--- src/rtl/rdseq_pkg.sv ---
package rdseq_pkg;
  // Position of the byte being sent within a read transaction.
  // The numeric order matters: data slots are compared against the staged count.
  typedef enum logic [1:0] {
    SLOT_STATUS = 2'd0,
    SLOT_DATA0  = 2'd1,
    SLOT_DATA1  = 2'd2,
    SLOT_FILL   = 2'd3
  } slot_e;
endpackage

--- src/rtl/rdseq_slot_ctrl.sv ---
module rdseq_slot_ctrl
  import rdseq_pkg::*;
(
  input  logic       clk,
  input  logic       rst,
  input  logic       start_i,
  input  logic       stop_i,
  input  logic       addr_rd_i,
  input  logic       byte_done_i,
  input  logic       ack_i,
  input  logic       dav_i,
  input  logic       two_i,
  output logic       busy_o,
  output logic       load_o,
  output logic       clear_o,
  output slot_e      next_slot_o,
  output logic [1:0] next_avail_o,
  output logic       consume_o,
  output logic       consume_sel_o
);
  slot_e      slot_q;
  logic [1:0] avail_q;
  logic       abort_c;
  logic       advance_c;
  logic       end_c;
  logic       staged_c;

  assign abort_c   = start_i | stop_i;
  assign advance_c = busy_o & byte_done_i & ~addr_rd_i & ~abort_c;
  assign end_c     = advance_c & ~ack_i;
  assign staged_c  = (slot_q != SLOT_STATUS) && (2'(slot_q) <= avail_q);

  always_comb begin
    next_avail_o = avail_q;
    next_slot_o  = slot_q;
    if (addr_rd_i) begin
      next_avail_o = dav_i ? (two_i ? 2'd2 : 2'd1) : 2'd0;
      next_slot_o  = SLOT_STATUS;
    end else if (slot_q != SLOT_FILL) begin
      next_slot_o  = slot_e'(2'(slot_q) + 2'd1);
    end
  end

  assign load_o  = ~abort_c & (addr_rd_i | (advance_c & ack_i));
  assign clear_o = abort_c | end_c;

  always_ff @(posedge clk) begin
    if (rst) begin
      busy_o        <= 1'b0;
      slot_q        <= SLOT_STATUS;
      avail_q       <= 2'd0;
      consume_o     <= 1'b0;
      consume_sel_o <= 1'b0;
    end else begin
      consume_o <= 1'b0;
      if (abort_c) begin
        busy_o <= 1'b0;
        slot_q <= SLOT_STATUS;
      end else if (addr_rd_i) begin
        busy_o  <= 1'b1;
        slot_q  <= SLOT_STATUS;
        avail_q <= next_avail_o;
      end else if (advance_c) begin
        if (staged_c) begin
          consume_o     <= 1'b1;
          consume_sel_o <= (slot_q == SLOT_DATA1);
        end
        if (ack_i) begin
          slot_q <= next_slot_o;
        end else begin
          busy_o <= 1'b0;
          slot_q <= SLOT_STATUS;
        end
      end
    end
  end


  abort_idle_chk: assert property (@(posedge clk) disable iff (rst)
    (start_i || stop_i) |=> (!busy_o && !consume_o));


  nack_idle_chk: assert property (@(posedge clk) disable iff (rst)
    (busy_o && byte_done_i && !ack_i && !addr_rd_i) |=> !busy_o);


  consume_cause_chk: assert property (@(posedge clk) disable iff (rst)
    consume_o |-> $past(busy_o && byte_done_i));


  no_data_no_consume_chk: assert property (@(posedge clk) disable iff (rst)
    (busy_o && avail_q == 2'd0) |=> !consume_o);
endmodule

--- src/rtl/rdseq_byte_sel.sv ---
module rdseq_byte_sel
  import rdseq_pkg::*;
#(
  parameter int          BYTE_W = 8,
  parameter logic [BYTE_W-1:0] FILL = '1
) (
  input  slot_e             slot_i,
  input  logic [1:0]        avail_i,
  input  logic [BYTE_W-1:0] status_i,
  input  logic [BYTE_W-1:0] data0_i,
  input  logic [BYTE_W-1:0] data1_i,
  output logic [BYTE_W-1:0] byte_o
);
  always_comb begin
    byte_o = FILL;
    if (slot_i == SLOT_STATUS) begin
      byte_o = status_i;
    end else if (2'(slot_i) <= avail_i) begin
      byte_o = (slot_i == SLOT_DATA0) ? data0_i : data1_i;
    end
  end
endmodule

--- src/rtl/rdseq_shifter.sv ---
module rdseq_shifter #(
  parameter int          BYTE_W = 8,
  parameter logic [BYTE_W-1:0] FILL = '1
) (
  input  logic              clk,
  input  logic              rst,
  input  logic              clear_i,
  input  logic              load_i,
  input  logic [BYTE_W-1:0] byte_i,
  input  logic              busy_i,
  input  logic              bit_tick_i,
  output logic              sda_o,
  output logic [BYTE_W-1:0] cur_byte_o
);
  logic [BYTE_W-1:0] shreg_q;

  always_ff @(posedge clk) begin
    if (rst || clear_i) begin
      shreg_q    <= FILL;
      cur_byte_o <= FILL;
    end else if (load_i) begin
      shreg_q    <= byte_i;
      cur_byte_o <= byte_i;
    end else if (busy_i && bit_tick_i) begin
      shreg_q <= {shreg_q[BYTE_W-2:0], 1'b1};
    end
  end

  assign sda_o = shreg_q[BYTE_W-1];


  idle_tick_chk: assert property (@(posedge clk) disable iff (rst)
    (!busy_i && !load_i && !clear_i) |=> $stable(sda_o));


  msb_next_chk: assert property (@(posedge clk) disable iff (rst)
    (busy_i && bit_tick_i && !load_i && !clear_i) |=> (sda_o == $past(shreg_q[BYTE_W-2])));
endmodule

--- src/rtl/rdseq_top.sv ---
module rdseq_top
  import rdseq_pkg::*;
#(
  parameter int          BYTE_W = 8,
  parameter logic [BYTE_W-1:0] FILL = '1
) (
  input  logic              clk,
  input  logic              rst,
  input  logic              start_i,
  input  logic              stop_i,
  input  logic              addr_rd_i,
  input  logic              bit_tick_i,
  input  logic              byte_done_i,
  input  logic              ack_i,
  input  logic [BYTE_W-1:0] status_i,
  input  logic              dav_i,
  input  logic              two_i,
  input  logic [BYTE_W-1:0] data0_i,
  input  logic [BYTE_W-1:0] data1_i,
  output logic              sda_o,
  output logic [BYTE_W-1:0] cur_byte_o,
  output logic              busy_o,
  output logic              consume_o,
  output logic              consume_sel_o
);
  logic              load_w;
  logic              clear_w;
  slot_e             next_slot_w;
  logic [1:0]        next_avail_w;
  logic [BYTE_W-1:0] next_byte_w;

  rdseq_slot_ctrl u_ctrl (
    .clk          (clk),
    .rst          (rst),
    .start_i      (start_i),
    .stop_i       (stop_i),
    .addr_rd_i    (addr_rd_i),
    .byte_done_i  (byte_done_i),
    .ack_i        (ack_i),
    .dav_i        (dav_i),
    .two_i        (two_i),
    .busy_o       (busy_o),
    .load_o       (load_w),
    .clear_o      (clear_w),
    .next_slot_o  (next_slot_w),
    .next_avail_o (next_avail_w),
    .consume_o    (consume_o),
    .consume_sel_o(consume_sel_o)
  );

  rdseq_byte_sel #(.BYTE_W(BYTE_W), .FILL(FILL)) u_sel (
    .slot_i  (next_slot_w),
    .avail_i (next_avail_w),
    .status_i(status_i),
    .data0_i (data0_i),
    .data1_i (data1_i),
    .byte_o  (next_byte_w)
  );

  rdseq_shifter #(.BYTE_W(BYTE_W), .FILL(FILL)) u_shift (
    .clk       (clk),
    .rst       (rst),
    .clear_i   (clear_w),
    .load_i    (load_w),
    .byte_i    (next_byte_w),
    .busy_i    (busy_o),
    .bit_tick_i(bit_tick_i),
    .sda_o     (sda_o),
    .cur_byte_o(cur_byte_o)
  );


  status_first_chk: assert property (@(posedge clk) disable iff (rst)
    (addr_rd_i && !start_i && !stop_i) |=> (busy_o && cur_byte_o == $past(status_i)));
endmodule

--- config.mk ---
export PLATFORM = sky130hd
export DESIGN_NAME = rdseq_top
export DESIGN_NICKNAME = d
export VERILOG_FILES = /design/src/rtl/rdseq_pkg.sv /design/src/rtl/rdseq_slot_ctrl.sv /design/src/rtl/rdseq_byte_sel.sv /design/src/rtl/rdseq_shifter.sv /design/src/rtl/rdseq_top.sv
export SDC_FILE = /design/constraint.sdc
export NUM_CORES = 1
export LEC_CHECK = 0
export ABC_CLOCK_PERIOD_IN_PS = 4600
export BUFFER_PORTS_ARGS = -buffer_cell sky130_fd_sc_hd__clkbuf_2
export CORE_MARGIN = 2
export CORE_UTILIZATION = 40
export CTS_CLUSTER_DIAMETER = 60
export DETAILED_ROUTE_END_ITERATION = 16
export GPL_ROUTABILITY_DRIVEN = 0
export PLACE_DENSITY = 0.68
export SLEW_MARGIN = 20
export SYNTH_ARGS = -nofsm -noshare
export SYNTH_HDL_FRONTEND = slang
export SYNTH_HIERARCHICAL = 1
export SYNTH_SLANG_ARGS = --single-unit
--- constraint.sdc ---
create_clock -name clk -period 4.6 [get_ports clk]
set_input_delay 1.15 -clock clk [delete_from_list [all_inputs] [get_ports clk]]
set_output_delay 1.15 -clock clk [all_outputs]
set_load 0.02 [all_outputs]
After elaboration in Yosys (flattened, before gate mapping)
Cells that the tools add are included.

word-level totals
  latch bits = 0
  memory bits (read-only) = 0
  bits of input ports = 34
  output and inout port bits = 12
  memories kept = 0
  bits in registers = 23
  bits in writable memories = 0
  logic and storage cells = 55

cells by class
  reductions and logical operators = 13
  equality and inequality tests = 4
  add/sub/neg operators = 1
  $lt $le $gt $ge = 2
  mux-type cells = 15
  divide/modulo/power cells = 0
  shifts and indexed selects = 0
  bitwise operators = 13
  multipliers = 0

operator list
  cell                 number
  $mux 8               5
  $mux 2               6
  $and 1x1->1          6
  $reduce_bool 2->1    3
  $le 2x2->1           2
  $mux 1               4
  $ne 2x2->1 const B   2
  $not 1->1            4
  $reduce_and 2->1     2
  $reduce_and 4->1     1
  $reduce_or 4->1      1
  $or 1x1->1           3
  $reduce_or 3->1      1
  $add 2x1->2 const B  1
  $eq 2x1->1 const B   1
  $eq 2x2->1 const B   1
  $logic_and 1x1->1    2
  $logic_not 2->1      1
  $reduce_or 2->1      1
  $logic_or 1x1->1     1

Depth between registers and ports, before layout
Gate-level depths: netlist of run 1.

  depth after elaboration = 8
  depth in mapped cells = 12
  depth with buffers taken out = 10

Hierarchy
The synthesis of run 1 kept the hierarchy.

by module, submodules not included
  module           times used  area each (um^2)  sequential area each (um^2)  cells an instance
  rdseq_shifter    1           668.1             320.3                        69
  rdseq_slot_ctrl  1           392.9             140.1                        51
  rdseq_byte_sel   1           245.2             0.0                          41

Least setup slack after synthesis of run 1
Ideal clock, no wire load.

  path type = input to register
  start point = input port addr_rd_i
  end point = register u_shift.shreg_q[4]
  path buffers = 3
  stages = 12
  library setup time = 69 ps
  arrival = 3,211 ps
  required time = 4,531 ps
  slack = 1,321 ps
  path through = clkbuf_1 > a21oi_1 > buf_2 > clkinv_1 > ha_1 > and2b_1 > a2bb2oi_2 > buf_6 > nor3_1 > o31ai_1 > a211oi_1 > o21ai_1

on the way
  elaborated cells between the ends (all ways) = 19
  classes of those cells = order compare (1); eq/ne (1); mux (6); bitwise (8); reduce/logical (3)

RTL lines
  item                  RTL line               text
  start, declared       rdseq_top.sv:11        input logic addr_rd_i,
  $mux 2 (*)            rdseq_slot_ctrl.sv:36  if (addr_rd_i) begin
  net next_slot_w[0]    rdseq_top.sv:28        slot_e next_slot_w;
  $eq 2x1->1            rdseq_byte_sel.sv:19   byte_o = (slot_i == SLOT_DATA0) ? data0_i : data1_i;
  $mux 8                rdseq_byte_sel.sv:19
  $mux 8                rdseq_byte_sel.sv:18   end else if (2'(slot_i) <= avail_i) begin
  $mux 8 (*)            rdseq_byte_sel.sv:16   if (slot_i == SLOT_STATUS) begin
  net next_byte_w[4]    rdseq_top.sv:30        logic [BYTE_W-1:0] next_byte_w;
  $mux 8 (*)            rdseq_shifter.sv:21    end else if (load_i) begin
  end signal, assigned  rdseq_shifter.sv:22    shreg_q <= byte_i;
  end signal, assigned  rdseq_shifter.sv:25    shreg_q <= {shreg_q[BYTE_W-2:0], 1'b1};
  end, declared         rdseq_shifter.sv:15    logic [BYTE_W-1:0] shreg_q;

The timed path passes the listed nets; every way through them passes the cells marked *.
A chain may end at the register's enable or synchronous reset.

Worst setup path in the final report of run 1
Same ends and word-level chain as after synthesis.

==> reports/metrics.cfg, run 1 <==
[outcome]
status=finished, final reports clean

[finish]
regArea_um2=460
final_area_um2=1580
finalNetCount=245
area_delta_synth_final_pct=20.9
drive_above_1_share=0.291
fillers=334
n_antenna_cell=0
multi_input_area_um2=763

[logic_synthesis]
synth_area_leaders=dfxtp_1 35%, nor2_1 5.7%, mux2i_1 4.6%
synth_top_area_cell=dfxtp_1
yosysUniqueCellTypes=35
yosys_warnings=6
synth_seq_cells=23
synth_area_per_cell_um2=8.11
syn_area_um2=1310
synthesis.nets=199
yosysSeqAreaShare=0.352
synthCells=161
synth_top_cell_area_share=0.352

[timing]
rsz0062_at_grt=no
min_period_ps=3360
tightest_slew_ps=801
timing.slew.headroom=0.464
finalSetupTns_ps=0
whs_ps=449
fmax_mhz=298
finalClockSkew_ps=7.17
finalHoldViolCount=0
setup_viol=0
maxSlewViolCount=0
fin_crit_sh=0.730

[grt]
grt.overflow.total=0
grt_pass1_vias=1076
grt_max_degree=20
antenna_found_initial=0
track_usage=0.169
grt_pass1_wl_um=4770

[floorplan]
initial_core_util=0.424
pin_count=46
coreArea_um2=3080
fp.dieW_um=61.1
die_y_um=61.1
dieArea_um2=3740
placementRows=20

[power_and_ir_drop]
power_leakage_uw=0.000626
p_per_area_nw_per_um2=226
ir_drop_v=0.0000744
p_total_uw=356

[clock_network]
cts_hold_buf=0
cts_tree=done
clock-sinks=23
cts-resized-gates=0
h-tree-depth=1
clk_pin_slew_worst_paths_ps=130
postCtsSetupBuffers=0
numCtsBuffers=3
root_buffer=clkbuf_4
clk_latency_ps=300
clockBufferDepth=2

[detailed_routing]
drcViolationCount=0
routed_wl_um=2930
route.antenna.remaining_nets=0
drtIter0Drc=58
dr.pass1.iters=4
vias=1240
via_per_inst=4.96
wl_per_cell_um=11.7

[placement]
placed_area_um2=1550
port_buffers=45
dp_hpwl_um=2270

[hold_path]
hold_path_depth=2
hold_class=flip-flop to flip-flop

[critical_path]
end_kind=flip-flop
required_ps=4840
cp_top_family=compound AO/OA/AOI/OAI gates
critPathKind=input pin to flip-flop
critical_path.max_fanout=16
crit_buf_inv=3
crit_slowest_cell=a2bb2oi_2
cp.depth=11
start_kind=input pin
arrival_ps=3600
slowest_delay_ps=460
r2r_cells=11
path_cells=clkbuf_2, a21oi_1, buf_4, clkinv_1, ha_1, and2b_1, a2bb2oi_2, nor3_1, o31ai_1, a211oi_1, o21ai_1

[flow_run]
max_cap_violations=0

==> sequential cells by signal, summed over array words and instances, names as in the netlist <==
name	flops
u_shift/cur_byte_o	8
u_ctrl/slot_q	2
u_ctrl/consume_sel_o	1
u_ctrl/consume_o	1
u_shift/shreg_q	8
u_ctrl/avail_q	2
u_ctrl/busy_o	1
==> tightest hold or removal path, delay by kind of cell, from the launching register on <==
family	cells	cell delay, ps
compound gates	1	50
buf+inv	1	50
flops	1	330
==> kinds of logic after synthesis <==
logic type / count (synthesis) / synth area share
simple gates: 66 / 0.251
compound gates: 47 / 0.238
flops: 23 / 0.352
buf+inv: 14 / 0.0661
mux: 7 / 0.0546
fa+ha+maj: 4 / 0.0383
==> cells in the mapped netlist <==
cell type and n:
dfxtp_1 23, nor2_1 20, nand2_1 16, o21ai_0 11
nor3_1 9, o21ai_1 9, o31ai_1 8, a211oi_1 6
a21oi_1 6, inv_1 6, mux2i_1 6, and2b_1 5
nand3_1 5, nor2b_1 5, ha_1 4, buf_2 2
buf_6 2, a211oi_2 1, a21o_4 1, a21oi_2 1
a2bb2oi_2 1, a311oi_1 1, a31oi_1 1, and4b_4 1
buf_1 1, buf_12 1, clkbuf_1 1, clkinv_1 1
mux2_2 1, nand3b_1 1, nand4_1 1, nand4b_1 1
nor2_4 1, nor4_1 1, o21ai_2 1
==> where the power goes <==
group | switching (uW) | internal, uW
registers | 1.19 | 201
clock network | 59.1 | 33.8
logic | 35.1 | 26.6
total | 95.4 | 261
==> cell type report <==
| class | instances | share of cell area |
|---|---|---|
| inverters | 7 | 0.0166 |
| well taps | 44 | 0.0349 |
| clock buffers | 4 | 0.0166 |
| flip-flops and latches | 23 | 0.292 |
| repair buffers | 48 | 0.157 |
| multi-input cells | 124 | 0.483 |
==> per-stage QoR <==
| stage | utilization | worst slack (ps) | instances |
|---|---|---|---|
| 6_report | 0.513 | 1240 | 250 |
| 5_1_grt | 0.513 | 969 | 250 |
| 4_1_cts | 0.513 | 1270 | 250 |
| 3_5_place_dp | 0.504 | 942 | 246 |
| 3_3_place_gp | 0.504 | 1020 | 246 |
| 2_1_floorplan | - | 1320 | 161 |
==> cells in the final DEF, fill, tap and decap left out, types with 2 or more instances in the layout <==
| master | Yosys | final |
|---|---|---|
| mux2i_1 | 6 | 6 |
| nor3_1 | 9 | 9 |
| nand3_1 | 5 | 5 |
| dfxtp_1 | 23 | 23 |
| ha_1 | 4 | 4 |
| clkbuf_2 | 0 | 45 |
| inv_1 | 6 | 6 |
| o21ai_1 | 9 | 9 |
| a21oi_1 | 6 | 6 |
| o21ai_2 | 1 | 2 |
| clkbuf_4 | 0 | 3 |
| a211oi_1 | 6 | 6 |
| o21ai_0 | 11 | 10 |
| and2b_1 | 5 | 5 |
| buf_4 | 0 | 3 |
| nor2_1 | 20 | 20 |
| o31ai_1 | 8 | 8 |
| nand2_1 | 16 | 16 |
| nor2b_1 | 5 | 5 |
==> worst paths after layout <==
| kind | startpoint | to | slack, ps |
|---|---|---|---|
| min | u_shift/cur_byte_o[1] | u_shift/cur_byte_o[1] | 450 |
| max reg2reg | u_ctrl/slot_q[1] | u_shift/shreg_q[4] | 1760 |
| max | addr_rd_i | u_shift/shreg_q[4] | 1240 |
| min reg2reg | u_shift/cur_byte_o[1] | u_shift/cur_byte_o[1] | 450 |
==> layer usage <==
| layer | wire length (um) | vias up | track usage |
|---|---|---|---|
| li1 | - | 661 | - |
| met1 | 1540 | 546 | 0.260 |
| met2 | 1240 | 31 | 0.252 |
| met3 | 122 | 2 | 0.0147 |
| met4 | 22 | 0 | 0.0466 |
| met5 | 0 | - | 0 |
Note: power is estimated with default switching activity, not from simulation.
==> inputs of run 2 (changes only) <==
--- a/config.mk
+++ b/config.mk
@@ -5,14 +5,14 @@
 export SDC_FILE = /design/constraint.sdc
 export NUM_CORES = 1
 export LEC_CHECK = 0
-export ABC_CLOCK_PERIOD_IN_PS = 4600
+export ABC_CLOCK_PERIOD_IN_PS = 2850
 export BUFFER_PORTS_ARGS = -buffer_cell sky130_fd_sc_hd__clkbuf_2
 export CORE_MARGIN = 2
 export CORE_UTILIZATION = 40
 export CTS_CLUSTER_DIAMETER = 60
 export DETAILED_ROUTE_END_ITERATION = 16
 export GPL_ROUTABILITY_DRIVEN = 0
-export PLACE_DENSITY = 0.68
+export PLACE_DENSITY = 0.71
 export SLEW_MARGIN = 20
 export SYNTH_ARGS = -nofsm -noshare
 export SYNTH_HDL_FRONTEND = slang
==> constraint.sdc (replaced) <==
create_clock -name clk -period 2.85 [get_ports clk]
set_input_delay 0.7125 -clock clk [delete_from_list [all_inputs] [get_ports clk]]
set_output_delay 0.7125 -clock clk [all_outputs]
set_load 0.02 [all_outputs]
==> reports/metrics.cfg, run 2 (synthesis gave the netlist of run 1 again) <==
[power_and_ir_drop]
ir_drop_v=0.000158
clockPowerShare=0.265
p_sw_frac=0.279
seq_power_share=0.542
comb_power_share=0.193
intPower_uw=434
p_per_area_nw_per_um2=365
p_sw_uw=167
power_leakage_uw=0.000664

[timing]
fmax_mhz=425
tightest_slew_ps=380
finalSetupTns_ps=0
fin_crit_sh=0.825
timing.slew.headroom=0.744
maxSlewViolCount=0
setup_viol=0
min_period_ps=2350
rsz0062_at_grt=no
finalClockSkew_ps=7.55
finalHoldViolCount=0

[grt]
grt_max_degree=21
grt_pass1_vias=1081
track_usage=0.173
grt_pass1_wl_um=4900
grt.overflow.total=0
antenna_found_initial=0

[clock_network]
h-tree-depth=1
clk_pin_slew_worst_paths_ps=140
numCtsBuffers=3
root_buffer=clkbuf_4
cts-resized-gates=0
cts_tree=done
clockBufferDepth=2
clk_latency_ps=320
cts_hold_buf=0
postCtsSetupBuffers=0
clock-sinks=23

[critical_path]
start_kind=input pin
end_kind=flip-flop
path_cells=clkbuf_2, mux2_2, ha_1, and2b_1, a2bb2oi_2, buf_12, nor3_1, o31ai_1, a211oi_1, o21ai_1
cp_top_family=compound AO/OA/AOI/OAI gates
r2r_cells=11
crit_slowest_cell=o31ai_1
crit_buf_inv=2
slowest_delay_ps=370
rrSetupSlack_ps=630
critPathLaunch=addr_rd_i
reg2reg_to=u_shift/shreg_q[6]
cp.depth=10
critical_path.max_fanout=16
required_ps=3120
arrival_ps=2620
r2r-start=u_ctrl/slot_q[1]
critPathKind=input pin to flip-flop
crit_path_end=u_shift/shreg_q[6]

[finish]
final_core_util=0.535
top_regs=u_shift/cur_byte_o x8, u_shift/shreg_q x8
layout_common_cells=45 x clkbuf_2, 23 x dfxtp_1, 20 x nor2_1
n_antenna_cell=0
finalNetCount=252
area_delta_synth_final_pct=26.1
drive_above_1_share=0.319
fillers=305
multi_input_area_um2=763
regArea_um2=460
final_common_cell=clkbuf_2

[floorplan]
initial_core_util=0.424
die_y_um=61.1
fp.dieW_um=61.1
placementRows=20
coreArea_um2=3080
pin_count=46
dieArea_um2=3740

[detailed_routing]
via_per_inst=4.85
wl_per_cell_um=11.5
dr.pass1.iters=4
route.antenna.remaining_nets=0
drtIter0Drc=56
vias=1247
routed_wl_um=2950
drcViolationCount=0

[hold_path]
hold_class=flip-flop to flip-flop

[placement]
port_buffers=45
dp_hpwl_um=2270

[flow_run]
max_cap_violations=0

[outcome]
status=finished, final reports clean

==> run 2: changes by cell type in the layout (fill, tap and decap cells not counted) <==
cell / before / now
buf_12: 0 / 1
clkbuf_1: 1 / 0
buf_4: 3 / 9
clkinvlp_4: 0 / 1
==> run 2: worst min-delay path by stage <==
stage / startpoint / endpoint / slack (ps) / cells after the start
floorplan: u_ctrl/avail_q[1] / u_ctrl/avail_q[1] / 430 / 2
global route: u_ctrl/avail_q[1] / u_ctrl/avail_q[1] / 480 / 2
finish: u_ctrl/avail_q[1] / u_ctrl/avail_q[1] / 470 / 2
global placement: u_ctrl/avail_q[1] / u_ctrl/avail_q[1] / 450 / 2
detailed placement: u_shift/shreg_q[1] / u_shift/shreg_q[1] / 450 / 2
CTS: u_ctrl/avail_q[1] / u_ctrl/avail_q[1] / 470 / 2
==> run 2: area by class of cell <==
cell class | instances | share of cell area
Clock buffer | 3 | 0.0137
Clock inverter | 1 | 0.00456
Inverter | 7 | 0.0159
Multi-Input combinational cell | 124 | 0.463
Sequential cell | 23 | 0.279
Tap cell | 44 | 0.0334
Timing Repair Buffer | 55 | 0.190
==> run 2: tightest hold or removal path: cells and delay by family (launching register included) <==
family | cells | cell delay [ps]
DFF | 1 | 330
AOI/OAI and AO/OA | 1 | 60
and+or+nand+nor | 1 | 50
==> run 2: power groups by stage <==
stage          clock (uW)  combinational, uW  sequential [uW]
2_1_floorplan           0               64.1              334
3_3_place_gp            0                116              333
3_5_place_dp            0                115              333
4_1_cts               162                116              326
5_1_grt               171                128              326
6_report              159                116              326
==> run 2: metrics by stage <==
| stage | cells | hold slack [ps] | instance area [um^2] | power, uW | worst slack (ps) |
|---|---|---|---|---|---|
| 2_1_floorplan | 161 | 430 | 1310 | 398 | 8.08 |
| 3_3_place_gp | 253 | 450 | 1620 | 448 | 169 |
| 3_5_place_dp | 253 | 450 | 1620 | 448 | 147 |
| 4_1_cts | 257 | 471 | 1650 | 603 | 489 |
| 5_1_grt | 257 | 481 | 1650 | 626 | 326 |
| 6_report | 257 | 472 | 1650 | 601 | 498 |
==> run 2: metal layers <==
metal	track usage	part of all wire	wire, um	up-vias
li1	-	-	-	680
met1	0.264	0.51	1490	520
met2	0.251	0.41	1220	43
met3	0.0168	0.066	195	4
met4	0.0652	0.014	40	0
met5	0	0	0	-
